==> src/rtl/rps_pkg.sv <==
package rps_pkg;
    localparam int DEF_NREG = 8;
    localparam int DEF_NWP  = 3;
    localparam int DEF_NSER = 5;

    typedef struct packed {
        logic waw;
        logic conflict;
        logic serial;
    } stall_cause_t;

    function automatic logic any_cause(input stall_cause_t c);
        return c.waw | c.conflict | c.serial;
    endfunction
endpackage

==> src/rtl/rps_merge.sv <==
module rps_merge #(
    parameter int NREG = rps_pkg::DEF_NREG,
    parameter int NWP  = rps_pkg::DEF_NWP,
    localparam int AW  = (NREG > 1) ? $clog2(NREG) : 1
) (
    input  logic [NWP*NREG-1:0] set_req_i,
    input  logic [NWP-1:0]      clr_en_i,
    input  logic [NWP*AW-1:0]   clr_addr_i,
    output logic [NREG-1:0]     set_any_o,
    output logic [NREG-1:0]     clr_any_o
);
    logic [NREG-1:0] clr_dec [NWP];

    for (genvar p = 0; p < NWP; p++) begin : g_dec
        assign clr_dec[p] = clr_en_i[p] ? (NREG'(1) << clr_addr_i[p*AW +: AW]) : '0;
    end

    always_comb begin
        set_any_o = '0;
        clr_any_o = '0;
        for (int p = 0; p < NWP; p++) begin
            set_any_o = set_any_o | set_req_i[p*NREG +: NREG];
            clr_any_o = clr_any_o | clr_dec[p];
        end
    end
endmodule

==> src/rtl/rps_vector.sv <==
module rps_vector #(
    parameter int NREG = rps_pkg::DEF_NREG
) (
    input  logic            clk,
    input  logic            rst,
    input  logic [NREG-1:0] set_i,
    input  logic [NREG-1:0] clr_i,
    output logic [NREG-1:0] q_o
);
    always_ff @(posedge clk) begin
        if (rst) q_o <= '0;
        else     q_o <= (q_o & ~clr_i) | set_i;
    end

    // cleared out of reset
    a_r1_reset_clear: assert property (@(posedge clk) disable iff (rst)
        $fell(rst) |-> q_o == '0);
    // every requested set lands, even against a clear
    a_r5_set_wins: assert property (@(posedge clk) disable iff (rst)
        !$fell(rst) |-> ((q_o & $past(set_i)) == $past(set_i)));
    // clears without a competing set take effect
    a_r4_clear_lands: assert property (@(posedge clk) disable iff (rst)
        !$fell(rst) |-> ((q_o & $past(clr_i & ~set_i)) == '0));
    // untouched bits hold
    a_r10_hold: assert property (@(posedge clk) disable iff (rst)
        !$fell(rst) |-> ((q_o & ~$past(set_i | clr_i)) == ($past(q_o) & ~$past(set_i | clr_i))));
endmodule

==> src/rtl/rps_stall.sv <==
module rps_stall #(
    parameter int NREG = rps_pkg::DEF_NREG,
    parameter int NSER = rps_pkg::DEF_NSER
) (
    input  logic            clk,
    input  logic            rst,
    input  logic [NREG-1:0] pend_i,
    input  logic [NREG-1:0] dst_i,
    input  logic            conflict_i,
    input  logic [NSER-1:0] busy_i,
    output logic            stall_o
);
    import rps_pkg::*;
    stall_cause_t cause;

    always_comb begin
        cause.waw      = |(pend_i & dst_i);
        cause.conflict = conflict_i;
        cause.serial   = |busy_i;
        stall_o        = any_cause(cause);
    end

    a_r6_waw_stall: assert property (@(posedge clk) disable iff (rst)
        (|(pend_i & dst_i)) |-> stall_o);
    a_r7_conflict_stall: assert property (@(posedge clk) disable iff (rst)
        conflict_i |-> stall_o);
    a_r8_serial_stall: assert property (@(posedge clk) disable iff (rst)
        (busy_i != '0) |-> stall_o);
endmodule

==> src/rtl/regpend_scoreboard.sv <==
module regpend_scoreboard #(
    parameter int NREG = rps_pkg::DEF_NREG,
    parameter int NWP  = rps_pkg::DEF_NWP,
    parameter int NSER = rps_pkg::DEF_NSER,
    localparam int AW  = (NREG > 1) ? $clog2(NREG) : 1
) (
    input  logic                clk,
    input  logic                rst,
    input  logic                issue_fire_i,
    input  logic [NWP*NREG-1:0] issue_dst_i,
    input  logic [NWP-1:0]      wr_en_i,
    input  logic [NWP*AW-1:0]   wr_addr_i,
    input  logic                conflict_i,
    input  logic [NSER-1:0]     serial_busy_i,
    output logic [NREG-1:0]     pending_o,
    output logic                stall_o
);
    logic [NREG-1:0] dst_all, clr_all, set_gated;
    logic            issue_ok;

    rps_merge #(.NREG(NREG), .NWP(NWP)) u_merge (
        .set_req_i (issue_dst_i),
        .clr_en_i  (wr_en_i),
        .clr_addr_i(wr_addr_i),
        .set_any_o (dst_all),
        .clr_any_o (clr_all)
    );

    rps_stall #(.NREG(NREG), .NSER(NSER)) u_stall (
        .clk       (clk),
        .rst       (rst),
        .pend_i    (pending_o),
        .dst_i     (dst_all),
        .conflict_i(conflict_i),
        .busy_i    (serial_busy_i),
        .stall_o   (stall_o)
    );

    assign issue_ok  = issue_fire_i & ~stall_o;
    assign set_gated = issue_ok ? dst_all : '0;

    rps_vector #(.NREG(NREG)) u_vec (
        .clk  (clk),
        .rst  (rst),
        .set_i(set_gated),
        .clr_i(clr_all),
        .q_o  (pending_o)
    );

    // a stalled issue adds no bit
    a_r9_stalled_no_set: assert property (@(posedge clk) disable iff (rst)
        (issue_fire_i && stall_o) |=> ((pending_o & ~$past(pending_o)) == '0));
    // an accepted issue raises its destinations
    a_r2_issue_sets: assert property (@(posedge clk) disable iff (rst)
        (issue_fire_i && !stall_o) |=> ((pending_o & $past(dst_all)) == $past(dst_all)));
endmodule

==> config.mk <==
export PLATFORM = sky130hd
export DESIGN_NAME = regpend_scoreboard
export DESIGN_NICKNAME = d
export VERILOG_FILES = /design/src/rtl/rps_pkg.sv /design/src/rtl/rps_merge.sv /design/src/rtl/rps_vector.sv /design/src/rtl/rps_stall.sv /design/src/rtl/regpend_scoreboard.sv
export SDC_FILE = /design/constraint.sdc
export NUM_CORES = 1
export LEC_CHECK = 0
export BUFFER_PORTS_ARGS = -buffer_cell sky130_fd_sc_hd__buf_2
export CORE_MARGIN = 2
export CORE_UTILIZATION = 40
export CTS_BUF_LIST = sky130_fd_sc_hd__clkbuf_4 sky130_fd_sc_hd__clkbuf_8
export DETAILED_ROUTE_END_ITERATION = 10
export PLACE_DENSITY = 0.91
export SLEW_MARGIN = 10
export SYNTH_ARGS = -nofsm -noshare
export SYNTH_HDL_FRONTEND = slang
export SYNTH_SLANG_ARGS = --single-unit
==> constraint.sdc <==
create_clock -name clk -period 2.9 [get_ports clk]
set_clock_uncertainty 0.05 [all_clocks]
set_input_delay 0 -clock clk [delete_from_list [all_inputs] [get_ports clk]]
set_output_delay 0 -clock clk [all_outputs]
set_load 0.005 [all_outputs]
# Yosys cells after proc, flatten, opt, wreduce, memory -nomap -nowiden
# Cells that the tools add are included.
[word_totals]
output_inout_bits = 9
register_bits = 8
[op_classes]
n_shift = 3
mux = 4
n_bitwise = 12
n_reduce_logical = 2
[op_table]
columns = ["op", "count"]
rows = [
  ["8-bit OR", 5],
  ["8-bit two-way mux", 4],
  ["1-bit by 3-bit << shifter with 8-bit output, first input constant", 3],
  ["8-bit AND", 2],
  ["8-bit inverter", 1],
  ["8-bit OR reduction", 1],
  ["5-bit OR reduction", 1],
  ["1-bit OR", 2],
  ["1-bit AND", 1],
  ["1-bit inverter", 1],
]

# Longest topological paths before layout
[logic_depth]
ltp_word = 10
mapped_depth = 4
depth_no_buf = 4

# Hierarchy
# Synthesis repeated with hierarchy kept, for this count alone.
[hier_totals]
hier_cells = 87
hier_area_um2 = 828.3
[by_module_without_submodules]
columns = ["mod", "seq_area_each_um2", "area_per_inst_um2", "instances", "cells_per_inst"]
rows = [
  ["rps_vector", 160.2, 381.6, 1, 33],
  ["rps_merge", 0.0, 321.6, 1, 40],
  ["regpend_scoreboard", 0.0, 70.1, 1, 8],
  ["rps_stall", 0.0, 55.1, 1, 6],
]

# Worst setup path before layout
# Ideal clock, no wire load.
[synth_timing]
path_type = "input -> register"
from = "in conflict_i"
to = "reg u_vec.q_o[3]"
arrival_time_ns = 1.123
setup_time_ns = 0.075
required_ns = 2.775
path_slack_ns = 1.652
path_stages = 4
cell_sequence = "or4_4 > nor4_4 > nand4_4 > o22ai_1"
[synth_between]
elab_chain_len = 6
[synth_rtl]
columns = ["element", "line_no", "source"]
rows = [
  ["from (decl)", "regpend_scoreboard.sv:13", "input logic conflict_i,"],
  ["1-bit OR (2 in a row)", "rps_pkg.sv:13", "return c.waw | c.conflict | c.serial;"],
  ["1-bit inverter", "regpend_scoreboard.sv:39", "assign issue_ok = issue_fire_i & ~stall_o;"],
  ["1-bit AND", "regpend_scoreboard.sv:39", ""],
  ["8-bit two-way mux", "regpend_scoreboard.sv:40", "assign set_gated = issue_ok ? dst_all : '0;"],
  ["8-bit OR", "rps_vector.sv:12", "else q_o <= (q_o & ~clr_i) | set_i;"],
  ["to (signal assigned)", "rps_vector.sv:12", ""],
  ["to (decl)", "rps_vector.sv:8", "output logic [NREG-1:0] q_o"],
]
# No other way between the ends.
# A chain may end at the register's enable or synchronous reset.

# Worst setup path in the final report
[layout_timing]
from = "in issue_dst_i[17]"
to = "out stall_o"
[layout_between]
elab_chain_len = 5
[layout_rtl]
columns = ["element", "line_no", "source"]
rows = [
  ["from (decl)", "regpend_scoreboard.sv:10", "input logic [NWP*NREG-1:0] issue_dst_i,"],
  ["8-bit OR", "rps_merge.sv:22", "set_any_o = set_any_o | set_req_i[p*NREG +: NREG];"],
  ["8-bit AND", "rps_stall.sv:17", "cause.waw = |(pend_i & dst_i);"],
  ["8-bit OR reduction", "rps_stall.sv:17", ""],
  ["1-bit OR (2 in a row)", "rps_pkg.sv:13", ""],
  ["to (decl)", "regpend_scoreboard.sv:16", "output logic stall_o"],
]
# No other way between the ends.

==> summary.txt <==
Timing
  • Slew headroom: 80.0%
  • Fin crit share: 53.2%
  • Max-slew violations: 0
  • RSZ-0062 raised after global routing: no
  • Post-layout min period: 1.54 ns
  • Final worst slack: 1.36 ns
  • Slew @ Worst Pin: 0.299 ns
  • Final hold vios: 0
  • Setup TNS: 0 ns
  • Final setup viols: 0
  • Fmax: 649 MHz

Global routing
  • Total track usage: 24.9%
  • Wire length of the first global-routing pass: 3530 um
  • Gr ovfl total: 0
  • Vias in the first global route: 855
  • Antenna violations before repair: 0
  • Largest net degree at the start of global routing: 10

Worst setup path
  • Critical path arrival: 1.49 ns
  • Worst Path Required: 2.85 ns
  • Slowest cell on the critical path: dlygate4sd3_1
  • Setup CP Type: primary input to output pin
  • CP startpoint kind: primary input
  • CP max stage delay: 0.55 ns
  • Critical Path End Type: output pin
  • Crit Path Max Fanout: 2
  • Cells along the critical path: dlygate4sd3_1 -> buf_2 -> o31ai_1 -> o2111a_1 -> nand3_1 -> buf_2
  • Most used cell, CP: buf_2

Floorplanning
  • Std-Cell Core Area: 1510 um^2
  • Initial Util: 42.9%
  • Height of the die: 44.2 um
  • Die width: 44.2 um
  • Rows: 14
  • Die area: 1950 um^2
  • Number of top-level pins: 54

Cells and area
  • Area Overhead vs Synth: 63.2%
  • Biggest regs: u_vec.q_o: 8 flops
  • Register area: 160 um^2
  • Ant. Diodes: 0
  • Nets@finish: 192
  • Layout cells sized above 1: 41.4%
  • Area of the multi-input gates: 470 um^2
  • Top reg by flops: u_vec.q_o
  • Max FFs per register: 8
  • FILL cells: 117

Clocking
  • Clock sink count: 8
  • Clk Latency, worst-skew pair: 0.26 ns
  • Clock root buffer: clkbuf_4
  • CTS tree: built
  • # Post-CTS Setup Buffers: 0
  • Num CTS Buffers: 3
  • Max clock buf depth: 2
  • # H-tree levels: 1
  • Clk slew on worst S/H paths: 0.06 ns

Power
  • Switching Fraction: 28.9%
  • Clk pwr share: 32.3%
  • Combinational share of power: 28.3%
  • Maximum vdd drop: 0.174 mV
  • Int Power: 200 uW
  • NetSw: 81.5 uW
  • Power per cell area: 267 nW/um^2
  • Leak pwr: 0.000463 uW
  • Seq pwr share: 39.4%

Worst hold path
  • Worst hold path class: primary input to flip-flop

Logic synthesis
  • Top cells by count, synth: 8 x dfxtp_1, 8 x nor3_1, 7 x nor2b_1
  • Area of the mapped netlist: 646 um^2
  • Top cell type's share of synthesized area: 24.8%
  • Synth Register Bits: 8
  • Synth Warn #: 0
  • Number of synthesized flops with an enable pin: 0
  • Async SR Flop Fraction: 0%
  • Dominant cell type by area after synthesis: dfxtp_1
  • Mapped Nets: 124
  • Synth Instances: 79
  • Synthesized area per cell: 8.17 um^2
  • Register area share after synthesis: 24.8%
  • Netlist cell types: 30
  • Synth top area cells: dfxtp_1 25%, nand4b_1 6.8%, nor2b_1 6.8%
  • Most used DFF post-synth: dfxtp_1

Job
  • Max cap viols: 0

Placement
  • Final Wtd Congestion: 0.780
  • Pre-CTS setup slack: 1.45 ns
  • IO Port Bufs: 53
  • Detail Placement HPWL: 1670 um

Drt
  • TritonRoute pass-1 iters: 4
  • Final WL: 2370 um
  • Vias: 934
  • Iter 0 DRT Violations: 32
  • Residual DRC: 0
  • Antenna-violating nets left: 0
  • Mean routed wirelength per cell: 14.7 um
  • Vias/cell: 5.80

Run status
  • Status: finished, final reports clean
==> critical path: cells and delay by family <==
family / cells / cell delay (ns)
compound gates: 2 / 0.57
buf+inv: 3 / 0.82
simple gates: 1 / 0.09
==> cells by family after synthesis <==
kind of cell | synth area share (%)
simple gates | 44.6
compound gates | 28.3
flops | 24.8
buf+inv | 2.32
==> path summary, 6_finish.rpt <==
| kind | startpoint | endpoint | slack, ns | depth (start not counted) |
|---|---|---|---|---|
| min | issue_dst_i[21] | u_vec.q_o[5] | 0.0003 | 3 |
| max | issue_dst_i[17] | stall_o | 1.36 | 6 |
| max reg2reg | u_vec.q_o[1] | u_vec.q_o[7] | 1.67 | 4 |
| min reg2reg | u_vec.q_o[7] | u_vec.q_o[7] | 0.47 | 2 |
==> final cells by class <==
class	count	share of cell area (%)
Tap cell	16	1.90
Multi-Input combinational cell	67	44.7
Timing Repair Buffer	63	34.7
Inverter	4	1.43
Clock buffer	3	2.14
Sequential cell	8	15.2
==> metal layers <==
metal,up-vias,track usage (%),share of wire [%]
li1,461,-,-
met1,421,27.4,37
met2,48,46.8,54
met3,4,4.90,7.1
met4,0,8.48,1.5
met5,-,0,0
==> power groups by stage <==
stage | Sequential (uW) | Clock [uW] | Combinational [uW]
after floorplan | 113 | 0 | 21.8
after global placement | 113 | 0 | 65.0
after detailed placement | 113 | 0 | 67.6
after CTS | 111 | 90.5 | 76.7
after global routing | 111 | 95.9 | 85.6
final | 111 | 91.1 | 79.6
==> placed cells by master, fill, tap and decap left out, types with 2 or more instances in the layout <==
master / instances
nor2_1: 3
nand4b_1: 5
nor2b_1: 7
nand4_1: 3
o21ai_0: 4
o21ai_1: 3
clkbuf_4: 3
dfxtp_1: 8
nor3_1: 8
o22ai_1: 2
nand3_1: 3
a32oi_1: 3
inv_1: 4
dlygate4sd3_1: 10
buf_2: 53
o31ai_1: 4
nand2_1: 4
a31oi_1: 2
nand3b_1: 2
==> stage by stage <==
step / total power (uW) / instance area [um^2] / hold slack (ns) / util (%) / std cells
floorplan: 135 / 646 / 0.0603 / - / 79
global placement: 178 / 931 / 0.216 / 61.8 / 148
detailed placement: 181 / 931 / 0.230 / 61.8 / 148
CTS: 278 / 1050 / 0.00768 / 69.9 / 161
global route: 292 / 1050 / 0.0158 / 69.9 / 161
finish: 282 / 1050 / 0.000333 / 69.9 / 161
==> timing repair <==
| item | in CTS | in global routing |
|---|---|---|
| endpoints found under the setup margin | 0 | 0 |
| hold buffers | 10 | 0 |
| resized for setup | 0 | 0 |
| endpoints found under the hold margin | 5 | 0 |
Note: power is estimated with default switching activity, not from simulation.
